[config.mk]
export PLATFORM = sky130hd
export DESIGN_NAME = nand_ecc1_top
export DESIGN_NICKNAME = d
export VERILOG_FILES = /design/src/rtl/nand_ecc1_pkg.sv /design/src/rtl/nand_ecc1_ctrl.sv /design/src/rtl/nand_ecc1_dp.sv /design/src/rtl/nand_ecc1_top.sv
export SDC_FILE = /design/constraint.sdc
export NUM_CORES = 1
export LEC_CHECK = 0
export ABC_AREA = 1
export BUFFER_PORTS_ARGS = -buffer_cell sky130_fd_sc_hd__buf_2
export CORE_MARGIN = 5
export CORE_UTILIZATION = 54
export CTS_BUF_LIST = sky130_fd_sc_hd__clkbuf_4
export DETAILED_ROUTE_END_ITERATION = 8
export GPL_TIMING_DRIVEN = 0
export PLACE_DENSITY = 0.91
export SLEW_MARGIN = 20
export SYNTH_ARGS = -nofsm -noshare
export SYNTH_HDL_FRONTEND = slang
export SYNTH_SLANG_ARGS = --single-unit
export TNS_END_PERCENT = 1
[constraint.sdc]
create_clock -name clk -period 5.1 [get_ports clk]
set_clock_uncertainty 0.2 [all_clocks]
set_input_delay 0.255 -clock clk [delete_from_list [all_inputs] [get_ports clk]]
set_output_delay 0.255 -clock clk [all_outputs]
set_load 0.05 [all_outputs]
[src/rtl/nand_ecc1_pkg.sv]
package nand_ecc1_pkg;

  typedef enum logic [1:0] {
    ECC_CLEAN    = 2'd0,
    ECC_FIXED    = 2'd1,
    ECC_CODE_ERR = 2'd2,
    ECC_FATAL    = 2'd3
  } eccStatus_t;

  // strobes from control to datapath
  typedef struct packed {
    logic clearAcc;  // start a fresh accumulation
    logic accEn;     // fold the current byte in
    logic cmpLatch;  // evaluate and register the comparison
  } eccStrb_t;

endpackage

[src/rtl/nand_ecc1_ctrl.sv]
module nand_ecc1_ctrl
  import nand_ecc1_pkg::*;
#(
  parameter int IDX_W = 9
) (
  input  logic             clk,
  input  logic             rstN,
  input  logic             byteValid,
  input  logic             sectorStart,
  input  logic             restart,
  input  logic             cmpReq,
  output eccStrb_t         strb,
  output logic [IDX_W-1:0] byteIdx
);

  logic [IDX_W-1:0] idxCnt;
  logic             clearNow;

  assign clearNow      = restart | cmpReq;
  assign strb.clearAcc = clearNow;
  assign strb.accEn    = byteValid;
  assign strb.cmpLatch = cmpReq;

  // index of the byte presented this cycle
  assign byteIdx = (sectorStart || clearNow) ? '0 : idxCnt;

  always_ff @(posedge clk or negedge rstN) begin
    if (!rstN) begin
      idxCnt <= '0;
    end else if (byteValid) begin
      idxCnt <= byteIdx + 1'b1;
    end else if (clearNow) begin
      idxCnt <= '0;
    end
  end

  // a sector-start byte restarts numbering, so the next index is 1
  p_start_index_r4: assert property (@(posedge clk) disable iff (!rstN)
    (byteValid && sectorStart && !clearNow) |=> (idxCnt == IDX_W'(1)));

  // idle cycles leave the index untouched
  p_idle_index_r3: assert property (@(posedge clk) disable iff (!rstN)
    (!byteValid && !clearNow) |=> $stable(idxCnt));

endmodule

[src/rtl/nand_ecc1_dp.sv]
module nand_ecc1_dp
  import nand_ecc1_pkg::*;
#(
  parameter int SECTOR_BYTES = 512,
  parameter int HALF_W       = 12,
  parameter int IDX_W        = 9
) (
  input  logic                clk,
  input  logic                rstN,
  input  eccStrb_t            strb,
  input  logic [IDX_W-1:0]    byteIdx,
  input  logic [7:0]          byteData,
  input  logic [2*HALF_W-1:0] cmpCode,
  output logic [2*HALF_W-1:0] eccCode,
  output logic [1:0]          status,
  output logic [IDX_W-1:0]    errByte,
  output logic [7:0]          errMask,
  output logic                cmpDone
);

  localparam int CODE_W = 2 * HALF_W;
  localparam logic [IDX_W:0] SECT_LIM = (IDX_W+1)'(SECTOR_BYTES);

  logic [HALF_W-1:0] upAcc, loAcc, upNext, loNext;

  // parity accumulation
  always_comb begin
    upNext = strb.clearAcc ? '0 : upAcc;
    loNext = strb.clearAcc ? '0 : loAcc;
    for (int i = 0; i < 8; i++) begin
      if (strb.accEn && byteData[i]) begin
        upNext = upNext ^ {byteIdx, 3'(i)};
        loNext = loNext ^ ~{byteIdx, 3'(i)};
      end
    end
  end

  always_ff @(posedge clk or negedge rstN) begin
    if (!rstN) begin
      upAcc <= '0;
      loAcc <= '0;
    end else begin
      upAcc <= upNext;
      loAcc <= loNext;
    end
  end

  assign eccCode = ~{upAcc, loAcc};

  // classification of the difference
  logic [CODE_W-1:0] diff;
  logic [HALF_W-1:0] diffUp, diffLo;
  logic [IDX_W-1:0]  locByte;
  eccStatus_t        stNext;
  logic [IDX_W-1:0]  byteNext;
  logic [7:0]        maskNext;

  assign diff    = eccCode ^ cmpCode;
  assign diffUp  = diff[CODE_W-1:HALF_W];
  assign diffLo  = diff[HALF_W-1:0];
  assign locByte = diffUp[HALF_W-1:3];

  always_comb begin
    stNext   = ECC_FATAL;
    byteNext = '0;
    maskNext = '0;
    if (diff == '0) begin
      stNext = ECC_CLEAN;
    end else if ((diffUp ^ diffLo) == '1) begin
      if ({1'b0, locByte} < SECT_LIM) begin
        stNext   = ECC_FIXED;
        byteNext = locByte;
        maskNext = 8'(1) << diffUp[2:0];
      end
    end else if ($onehot(diff)) begin
      stNext = ECC_CODE_ERR;
    end
  end

  always_ff @(posedge clk or negedge rstN) begin
    if (!rstN) begin
      status  <= ECC_CLEAN;
      errByte <= '0;
      errMask <= '0;
      cmpDone <= 1'b0;
    end else begin
      cmpDone <= strb.cmpLatch;
      if (strb.cmpLatch) begin
        status  <= stNext;
        errByte <= byteNext;
        errMask <= maskNext;
      end
    end
  end

  // a clear with no byte leaves an empty code
  p_clear_empty_r5: assert property (@(posedge clk) disable iff (!rstN)
    (strb.clearAcc && !strb.accEn) |=> (eccCode == '1));

  // nothing accepted, nothing cleared, code unchanged
  p_idle_code_r3: assert property (@(posedge clk) disable iff (!rstN)
    (!strb.accEn && !strb.clearAcc) |=> $stable(eccCode));

  // a fixable location has one mask bit and an in-range offset
  p_fix_loc_r7: assert property (@(posedge clk) disable iff (!rstN)
    (status == ECC_FIXED) |-> ($onehot(errMask) && ({1'b0, errByte} < SECT_LIM)));

  // other outcomes carry no location
  p_no_loc_r10: assert property (@(posedge clk) disable iff (!rstN)
    (status != ECC_FIXED) |-> (errMask == '0 && errByte == '0));

  // results hold between requests
  p_hold_r11: assert property (@(posedge clk) disable iff (!rstN)
    !strb.cmpLatch |=> ($stable(status) && $stable(errByte) && $stable(errMask) && !cmpDone));

endmodule

[src/rtl/nand_ecc1_top.sv]
module nand_ecc1_top
  import nand_ecc1_pkg::*;
#(
  parameter int SECTOR_BYTES = 512,
  localparam int HALF_W = $clog2(SECTOR_BYTES * 8),
  localparam int IDX_W  = HALF_W - 3,
  localparam int CODE_W = 2 * HALF_W
) (
  input  logic              clk,
  input  logic              rstN,
  input  logic              byteValid,
  input  logic [7:0]        byteData,
  input  logic              sectorStart,
  input  logic              restart,
  input  logic              cmpReq,
  input  logic [CODE_W-1:0] cmpCode,
  output logic [CODE_W-1:0] eccCode,
  output logic [1:0]        status,
  output logic [IDX_W-1:0]  errByte,
  output logic [7:0]        errMask,
  output logic              cmpDone
);

  eccStrb_t         strb;
  logic [IDX_W-1:0] byteIdx;

  nand_ecc1_ctrl #(.IDX_W(IDX_W)) i_ctrl (
    .clk(clk), .rstN(rstN), .byteValid(byteValid), .sectorStart(sectorStart),
    .restart(restart), .cmpReq(cmpReq), .strb(strb), .byteIdx(byteIdx)
  );

  nand_ecc1_dp #(.SECTOR_BYTES(SECTOR_BYTES), .HALF_W(HALF_W), .IDX_W(IDX_W)) i_dp (
    .clk(clk), .rstN(rstN), .strb(strb), .byteIdx(byteIdx), .byteData(byteData),
    .cmpCode(cmpCode), .eccCode(eccCode), .status(status), .errByte(errByte),
    .errMask(errMask), .cmpDone(cmpDone)
  );

endmodule

==> results by group, run 1 <==
Synth
  – Number of flops mapped to enable cells by yosys: 0
  – Top_reg_cell synth: dfrtp_1
  – Post-synthesis register bit count: 53
  – Mapped Area: 5420 um2
  – Syn avg cell area: 6.78 um2
  – Post-synth ARST share: 100%
  – Post-Synthesis Cells: about 800
  – Sequential fraction of the synthesis area: between 20 and 25%
  – Yosys cell types: 39
  – Yosys warns: 0
  – Syn nets: about 890

Routing
  – First DRT Iteration DRCs: 413
  – Final ANT Viol Nets: 0
  – DRC: 0
  – Vias per cell: 5.17
  – Drt total wl: 14200 um
  – Vias: 5352
  – Detailed Routing Iterations Pass 1: 7
  – WL/cell: 13.7 um

Timing
  – Final setup viols: 1
  – Final hold viol count: 0
  – Relative slew slack: 54.5%
  – Max-slew violations: 0
  – Period utilization: 101%
  – Worst hold slack: 62.8 ps
  – Final setup margin: -55.0 ps
  – Minimum clock period: 5160 ps
  – F_max: 0.194 GHz
  – RSZ-0062 raised after global routing: true
  – Worst Max-Slew Pin Slew: 682 ps

Cells and area
  – Multi-input combinational cell area: 3610 um2
  – Fill cells: 840
  – Final Cell Area: approximately 6300 um2
  – Diodes inserted: 0
  – Synthesis-to-finish area growth: 16.4%
  – Commonest non-fill, non-tap cells in the layout: nand2_1 (304), inv_1 (117), buf_2 (81)
  – Nets: 992
  – Layout cells sized above 1: between 20% and 30%
  – Reg area: approximately 1300 um2
  – Non-filler cells, final: 1036
  – Commonest non-fill, non-tap cell in the layout: nand2_1

Critical path
  – Crit end category: flip-flop
  – CP Launch Point: i_dp.loAcc[2]
  – CP required: 5170 ps
  – Critical path class: flip-flop to flip-flop
  – RR Startpoint: i_dp.loAcc[2]
  – Startpoint types: flip-flop
  – Worst-path maximum fanout: 3
  – Cells on worst reg2reg path: 16
  – Critical path data arrival time: 5230 ps

Placed design
  – Detailed placer's ending HPWL: 11400 um
  – RD Place Congestion: ~0.94
  – Placed cell count: between 1000 and 1500
  – Pre-CTS WS: -318 ps
  – Post-Place Cell Area: 5990 um2
  – IO Port Bufs: 80

Run
  – Max_cap viols: 0

Power and ir drop
  – Clk pwr share: 6.8%
  – Worst vdd ir: 0.000460 V
  – P per Cell Area: 445 nW/um2
  – Cell-internal power: roughly 1.4 mW
  – Sequential power share: between 10% and 20%
  – Net Sw Power: 1.38 mW
  – Sw Ratio: 49.1%
  – Leakage: 3.60 nW
  – Combinational share of power: about three quarters

Die
  – Core area: 9770 um2
  – Site Rows: 36
  – Initial Util: 55.4%
  – Height of the chip: 110 um
  – Chip width: about 110 um
  – Die ar.: 12100 um2
  – Ports: 82

Min path
  – Hold_sp: byteValid
  – Hold Path Stages: 4
  – Hold Path Class: input pin to flip-flop

CTS
  – CTS Root Cell: clkbuf_4
  – CTS clk-pin slew, worst paths: ~170 ps
  – Clock buffer depth: 2
  – Clock Latency Late Sink: 390 ps
  – CTS buffer count: 5
  – Sink Count: 53
  – CTS tree: done
  – H-tree lvl count: 2

Global route
  – Initial antenna violation count: 0
  – Total gr overflow: 0
  – Largest net degree at the start of global routing: between 50 and 60
  – Vias in the first global route: 4987
  – First-pass GRT wire length: 22800 um
  – All-layer global routing usage: between 20% and 30%

Outcome
  – Run status: complete, but fails checks
  – Failing checks: setup timing
## timing repair
action                                  CTS  global route
pin swaps                                13            20
hold buffers                              2             0
endpoints found under the setup margin    1             1
endpoints found under the hold margin    54             0
setup buffers                            11             3
resized for setup                        18            17
## metal layers
layer | part of all wire (%) | global-route usage [%] | up-vias
li1 | - | - | 2653
met1 | 39 | 28.9 | 2430
met2 | 49 | 42.3 | 214
met3 | 7.4 | 3.61 | 55
met4 | 4.0 | 9.67 | 0
met5 | 0 | 0 | -
## cell usage after synthesis (6+ instances only)
| master | instances | area, um2 |
|---|---|---|
| inv_1 | 125 | 469 |
| xnor2_1 | 13 | 114 |
| nand3_1 | 51 | 255 |
| fa_1 | 19 | 380 |
| nand3b_1 | 10 | 75.1 |
| o21ai_2 | 10 | 87.6 |
| ha_1 | 33 | 413 |
| o22ai_1 | 6 | 37.5 |
| o21ai_0 | 12 | 60.1 |
| nor2_1 | 48 | 180 |
| inv_2 | 16 | 60.1 |
| dfrtp_1 | 53 | 1330 |
| nand4_1 | 19 | 119 |
| nor2_4 | 6 | 67.6 |
| xor2_1 | 20 | 175 |
| nand2_2 | 11 | 68.8 |
| nand2_1 | 308 | 1160 |
## cell families (layout without fill, tap and decap cells)
| kind of cell | count (synthesis) | after routing | synth area share (%) |
|---|---|---|---|
| AO/OA/AOI/OAI | 41 | 41 | 5.10 |
| XOR/XNOR | 34 | 34 | 5.64 |
| adder cells (fa/ha/maj) | 52 | 52 | 14.6 |
| buffers and inverters | 151 | 255 | 11.3 |
| flip-flops | 53 | 53 | 24.5 |
| AND/OR/NAND/NOR | 468 | 468 | 38.8 |
## critical path, cell delays in order, from the launching register on
cell	delay [ps]
dfrtp_1	430
xnor2_2	270
buf_4	180
ha_1	150
inv_1	50
fa_1	520
fa_1	430
fa_1	460
fa_1	510
inv_2	40
fa_1	540
ha_2	190
fa_1	420
nor3b_2	210
nand4_1	200
a21boi_1	190
nand2_1	60
## path summary, 6_finish.rpt
check / slack, ps / end
hold / removal: 60 / i_ctrl.idxCnt[6]
min in group asynchronous: 200 / i_ctrl.idxCnt[2]
hold reg to reg: 300 / i_dp.errMask[4]
max in group asynchronous: 3970 / i_dp.upAcc[4]
setup / recovery: -60 / i_dp.status[0]
setup reg to reg: -60 / i_dp.status[0]
## layout make-up
cell class              instances  area share, %
inverters                     141           8.51
multi-input cells             595           57.2
clock inverters                 3          0.278
clock buffers                   5          0.595
flip-flops and latches         53           21.1
well taps                     133           2.64
repair buffers                 96           8.37
plain buffers                  10           1.31
## power groups by stage
stage,clock network (mW),logic [mW],registers (mW)
floorplan,0,1.43,0.505
global placement,0,1.76,0.495
detailed placement,0,1.87,0.498
CTS,0.192,2.05,0.491
global route,0.209,2.37,0.497
finish,0.191,2.12,0.492
## sequential cells by signal, summed over array words and instances (netlist names)
register       cells
i_dp.cmpDone       1
i_dp.errMask       8
i_dp.status        2
i_dp.upAcc        12
i_ctrl.idxCnt      9
i_dp.errByte       9
i_dp.loAcc        12
## through the flow
stage / TNS (ps) / total power [mW] / utilization, %
6_report: -55.0 / 2.81 / 64.5
5_1_grt: -255 / 3.08 / 64.5
4_1_cts: 0 / 2.73 / 63.8
3_5_place_dp: -318 / 2.37 / 61.3
3_3_place_gp: -272 / 2.25 / 61.3
2_1_floorplan: 0 / 1.94 / -
Note: power is estimated with default switching activity, not from simulation.
==> run 2: changes to the inputs <==
Settings changed: CORE_UTILIZATION 54 to 60, PLACE_DENSITY 0.91 to 0.95.
Clock period 5.1 ns to 5.19 ns, I/O delays scaled along.
==> run 2 against run 1 <==
  * The flow still finishes with violations (setup timing)
  * Non-clock buffer count is 5 lower
  * Die area is 9.1% lower
  * Sequential power down 2%
  * Fmax shrank 1.3%
  * Register-to-register slack gained 20 ps
  * Sequential share of layout area is 0.30 points higher
  * First-iteration DRC count is 17% lower
  * Clock power increased by 21%
  * Via count up 1.1%
  * Worst setup slack better by 23 ps
  * Largest cell class unchanged
==> results by group, run 2 (synthesis results as in run 1) <==
Global route
  – Met2 Track Usage GR: 44.9% (+2.6 points)
  – M3 GR Usage: 2.90% (-0.71 points)
  – First-pass GRT wire length: 23500 um (+3.1%)
  – M1 GR Usage: 31.4% (+2.5 points)
  – Vias in the first global route: 5212 (+4.5%)
  – Largest net degree at the start of global routing: 54 (unchanged)
  – Gr busiest metal: met2
  – Total gr overflow: 0 (unchanged)
  – All-layer global routing usage: 25.8% (+1.9 points)
  – Initial antenna violation count: 0 (unchanged)

Die
  – Core area: 8760 um2 (-10%)
  – Die ar.: 11000 um2 (-9.1%)
  – Initial Util: 61.8% (+6.4 points)
  – Height of the chip: 105 um (-4.7%)
  – Ports: 82 (unchanged)
  – Chip width: 105 um (-4.7%)
  – Site Rows: 34 (-5.6%)

Timing
  – Period utilization: 101% (-0.46 points)
  – Final hold viol count: 0 (unchanged)
  – Max-slew violations: 0 (unchanged)
  – Worst Max-Slew Pin Slew: 683 ps (+0.697 ps)
  – Final setup margin: -32.0 ps (+23.0 ps)
  – RSZ-0062 raised after global routing: true
  – Minimum clock period: 5220 ps (+67.0 ps)
  – TNS Setup: -32.0 ps (+23.0 ps)
  – Worst hold slack: 65.6 ps (+2.83 ps)
  – Relative slew slack: 54.5% (about the same)
  – Final setup viols: 1 (unchanged)
  – F_max: 0.191 GHz (-1.3%)

Cells and area
  – Commonest non-fill, non-tap cell in the layout: nand2_1
  – Synthesis-to-finish area growth: 14.7%
  – Commonest non-fill, non-tap cells in the layout: nand2_1 (305), inv_1 (117), buf_2 (81)
  – Diodes inserted: 0 (unchanged)
  – Nets: 987 (-0.50%)
  – Non-filler cells, final: 1005 (-3.0%)
  – Largest regs: i_dp.loAcc (12), i_dp.upAcc (12)
  – Final core occ: 70.9% (+6.4 points)
  – Layout cells sized above 1: 20.7% (-1.3 points)

Placed design
  – Detailed placer's ending HPWL: 11500 um (+0.40%)
  – RD Place Congestion: 0.938 (about the same)
  – IO Port Bufs: 80 (unchanged)
  – Placed cell count: 987 (-2.5%)

CTS
  – CTS tree: done
  – Clock Latency Late Sink: 390 ps (about the same)
  – Sink Count: 53 (unchanged)
  – CTS Root Cell: clkbuf_4
  – CTS clk-pin slew, worst paths: 160 ps (about the same)
  – H-tree lvl count: 2 (unchanged)
  – Clock buffer depth: 2 (unchanged)
  – CTS buffer count: 5 (unchanged)

Critical path
  – Startpoint types: flip-flop
  – CP Launch Point: i_dp.upAcc[4]
  – CP Cell Sequence: xnor2_2, ha_1, inv_1, fa_1, fa_1, fa_1, fa_1, inv_1, fa_1, ha_4, fa_1, nor3b_2, nand4_1, a21boi_1, nand2_1
  – CP required: 5280 ps (+110 ps)
  – Critical path data arrival time: 5310 ps (+80 ps)
  – Worst Setup EP: i_dp.status[0]
  – Worst-path maximum fanout: 3 (unchanged)
  – CP max stage delay: 520 ps (-20 ps)
  – RR Startpoint: i_dp.upAcc[4]
  – R2R Setup Slk: -30 ps (+20 ps)
  – Critical path class: flip-flop to flip-flop
  – Cells on worst reg2reg path: 15 (-1)
  – Crit end category: flip-flop
  – Reg2reg end: i_dp.status[0]
  – Slowest CP cell: fa_1
  – Most used cell, CP: fa_1

Power and ir drop
  – Worst vdd ir: 0.000497 V (+8.0%)
  – P per Cell Area: 473 nW/um2 (+6.3%)
  – Leakage: 3.59 nW (-0.33%)

Routing
  – Detailed Routing Iterations Pass 1: 7 (unchanged)
  – WL/cell: 14.5 um (+6.3%)
  – Vias: 5410 (+1.1%)
  – Drt total wl: 14600 um (+3.1%)
  – First DRT Iteration DRCs: 341 (-17%)
  – Final ANT Viol Nets: 0 (unchanged)
  – Vias per cell: 5.38 (+4.2%)
  – DRC: 0 (unchanged)

Outcome
  – Failing checks: setup timing
  – Run status: complete, but fails checks

Min path
  – Hold_sp: byteValid
  – Hold Path Class: input pin to flip-flop

Run
  – Max_cap viols: 0 (unchanged)
-- run 2: stage by stage --
stage	power (mW)	setup slack, ps	instance area [um2]
finish	2.94	-32.0	6210
global route	3.15	-176	6210
CTS	2.74	3.22	6110
detailed placement	2.36	-270	5960
global placement	2.22	-248	5950
floorplan	1.90	60.5	5420
-- run 2: worst min-delay path by stage --
| stage | endpoint | slack (ps) | cells after the start |
|---|---|---|---|
| 2_1_floorplan | i_ctrl.idxCnt[0] | -240 | 0 |
| 3_3_place_gp | i_dp.cmpDone | 190 | 1 |
| 3_5_place_dp | i_dp.errMask[1] | 150 | 1 |
| 4_1_cts | i_ctrl.idxCnt[7] | 60 | 4 |
| 5_1_grt | i_ctrl.idxCnt[4] | 60 | 4 |
| 6_report | i_ctrl.idxCnt[8] | 70 | 4 |
-- run 2: cell type report --
type	instances	area, um2
fillers	713	2550
clock buffers	5	37.5
clock inverters	2	35.0
plain buffers	10	82.6
inverters	141	529
well taps	108	135
repair buffers	91	490
multi-input cells	595	3580
flip-flops and latches	53	1330
-- run 2: critical path: cells and delay by family, from the launching register on --
kind | cells | cell delay [ps]
adders and majority gates | 8 | 3440
DFF | 1 | 500
and+or+nand+nor | 3 | 380
xor gates and xnor gates | 1 | 300
AOI/OAI and AO/OA | 1 | 170
buffers and inverters | 2 | 140
-- run 2: what timing repair did --
action                     4_1_cts  5_1_grt
pin swaps                        4       16
setup endpoints to repair        1        1
hold endpoints to repair        54        0
buffers inserted                 2        7
hold buffers                     2        0
resized for setup                9       19
cloned                           0        0
-- run 2: routing by layer --
layer,up-vias,part of all wire (%),wire length [um]
met2,244,50,7300
met1,2476,39,5640
met4,0,4.5,658
li1,2634,-,-
met3,56,6.9,1010
met5,-,0,0
-- run 2: power breakdown --
part	switching [mW]	internal (mW)	total, mW
combinational	1.25	0.970	2.22
clock	0.132	0.0983	0.231
sequential	0.0367	0.446	0.483
==> run 3: changes to the inputs <==
Settings changed: CORE_UTILIZATION 60 to 44, PLACE_DENSITY 0.95 to 0.76, TNS_END_PERCENT 1 to not set.
==> run 3 against run 2 <==
  * The run now ends clean
  * Total power decreased by 8.9%
  * Core utilization decreased by 19 points
  * Final area increased by 1.3%
  * Cell count increased by 6.1%
  * Largest power group unchanged
==> results by group, run 3 (synthesis results as in run 1) <==
Placed design
  – IO Port Bufs: 80 (unchanged)
  – Placed cell count: 1047 (+6.1%)
  – RD Place Congestion: 0.903 (-3.7%)
  – Detailed placer's ending HPWL: 11700 um (+1.9%)

Timing
  – TNS Setup: 0 ps (+32.0 ps)
  – Worst Max-Slew Pin Slew: 692 ps (+9.82 ps)
  – Minimum clock period: 4940 ps (-284 ps)
  – Period utilization: 95.2% (-5.5 points)
  – Final hold viol count: 0 (unchanged)
  – F_max: 0.202 GHz (+5.7%)
  – Relative slew slack: 53.8% (-0.65 points)
  – Final setup viols: 0 (-1)
  – Max-slew violations: 0 (unchanged)
  – Worst hold slack: 47.0 ps (-18.6 ps)

Cells and area
  – Commonest non-fill, non-tap cell in the layout: nand2_1
  – Fill cells: 1225 (+72%)
  – Largest regs: i_dp.loAcc (12), i_dp.upAcc (12)
  – Synthesis-to-finish area growth: 16.2%
  – Layout cells sized above 1: 20.9% (+0.20 points)
  – Non-filler cells, final: 1066 (+6.1%)
  – Diodes inserted: 0 (unchanged)
  – Commonest non-fill, non-tap cells in the layout: nand2_1 (304), inv_1 (118), buf_2 (81)
  – Nets: 987 (unchanged)

Die
  – Height of the chip: 121 um (+15%)
  – Chip width: 121 um (+15%)
  – Core area: 12100 um2 (+38%)
  – Ports: 82 (unchanged)
  – Initial Util: 44.9% (-17 points)
  – Die ar.: 14600 um2 (+33%)
  – Site Rows: 40 (+18%)

Power and ir drop
  – Sw Ratio: 47.5% (-0.91 points)
  – Clk pwr share: 8.9% (+1.0 points)
  – P per Cell Area: 425 nW/um2 (-10%)
  – Sequential power share: 18.0% (+1.5 points)
  – Worst vdd ir: 0.000417 V (-16%)
  – Cell-internal power: 1.40 mW (-7.3%)
  – Leakage: 3.59 nW (about the same)
  – Combinational share of power: 73.1% (-2.6 points)
  – Net Sw Power: 1.27 mW (-11%)

Critical path
  – Worst-path maximum fanout: 4 (+1)
  – CP required: 5290 ps (about the same)
  – Critical path data arrival time: 5040 ps (-270 ps)
  – R2R Setup Slk: 250 ps (+280 ps)
  – Crit end category: flip-flop
  – Critical path class: flip-flop to flip-flop
  – Startpoint types: flip-flop

Global route
  – Total gr overflow: 0 (unchanged)
  – First-pass GRT wire length: 22700 um (-3.4%)
  – Initial antenna violation count: 0 (unchanged)
  – All-layer global routing usage: 19.5% (-6.3 points)
  – Vias in the first global route: 4724 (-9.4%)
  – Largest net degree at the start of global routing: 54 (unchanged)

Routing
  – Detailed Routing Iterations Pass 1: 5 (-2)
  – Vias: 5140 (-5.0%)
  – First DRT Iteration DRCs: 330 (-3.2%)
  – Vias per cell: 4.82 (-10%)
  – Final ANT Viol Nets: 0 (unchanged)
  – WL/cell: 13.2 um (-9.4%)
  – DRC: 0 (unchanged)
  – Drt total wl: 14000 um (-3.9%)

Min path
  – Hold Path Class: input pin to flip-flop

CTS
  – Clock buffer depth: 2 (unchanged)
  – CTS tree: done
  – CTS clk-pin slew, worst paths: 160 ps (about the same)
  – CTS buffer count: 5 (unchanged)
  – CTS Root Cell: clkbuf_4
  – Sink Count: 53 (unchanged)
  – H-tree lvl count: 2 (unchanged)
  – Clock Latency Late Sink: 410 ps (+20 ps)

Run
  – Max_cap viols: 0 (unchanged)

Outcome
  – Run status: completed
## run 3: cell count changes in the layout (fill, tap and decap cells not counted), sizes merged
cell      change
clkinvlp      +1
## run 3: layout make-up
cell class	count	area [um2]	share of cell area, %
clock buffers	5	37.5	0.596
plain buffers	10	82.6	1.31
clock inverters	3	41.3	0.656
multi-input cells	595	3580	56.8
inverters	141	529	8.40
repair buffers	91	490	7.79
well taps	168	210	3.34
flip-flops and latches	53	1330	21.1
## run 3: metrics by stage
step	util, %	setup slack (ps)	instance area, um2	total power [mW]
after global routing	52.2	-15.1	6300	3.01
final	52.2	251	6300	2.68
after detailed placement	50.0	-212	6030	2.28
after CTS	51.2	20.9	6180	2.55
after global placement	50.0	-149	6030	2.22
after floorplan	-	60.5	5420	1.90
## run 3: per-layer routing
metal  track usage [%]  part of all wire, %  wire length, um  vias up
li1                  -                    -                -     2644
met1              24.6                   43             6010     2346
met2              33.8                   49             6880      130
met3              3.73                  6.2              864       20
met4              5.59                  1.9              272        0
met5                 0                    0                0        -
## run 3: final timing paths
| kind | start | to | cells after the start |
|---|---|---|---|
| worst max register to register | i_dp.loAcc[3] | i_dp.status[0] | 17 |
| worst min register to register | i_dp.errByte[3] | i_dp.errByte[3] | 2 |
| max in group asynchronous | rstN | i_dp.loAcc[4] | 2 |
| min in group asynchronous | rstN | i_ctrl.idxCnt[7] | 2 |
| worst min-delay path | byteValid | i_ctrl.idxCnt[7] | 4 |
| worst max-delay path | i_dp.loAcc[3] | i_dp.status[0] | 17 |
## run 3: power groups by stage
| stage | registers, mW | logic [mW] | clock network, mW |
|---|---|---|---|
| 2_1_floorplan | 0.495 | 1.40 | 0 |
| 3_3_place_gp | 0.487 | 1.74 | 0 |
| 3_5_place_dp | 0.488 | 1.80 | 0 |
| 4_1_cts | 0.480 | 1.82 | 0.248 |
| 5_1_grt | 0.488 | 2.25 | 0.265 |
| 6_report | 0.483 | 1.96 | 0.238 |
## run 3: timing repair
action	in CTS	in global routing
resized for setup	7	22
hold buffers	2	0
pin swaps	3	13
endpoints found under the hold margin	54	0
gates cloned	0	0
setup buffers	1	8
setup endpoints to repair	1	1
## run 3: worst max-delay path, stage by stage, from the launching register on
cell	delay, ps
dfrtp_1	430
inv_2	100
nand2_1	60
nand2_1	130
ha_1	170
inv_1	50
fa_1	460
fa_1	520
fa_1	510
fa_1	530
inv_2	40
fa_1	500
ha_2	190
fa_1	420
nor3b_2	160
nand4_1	130
a21boi_1	140
nand2_1	70
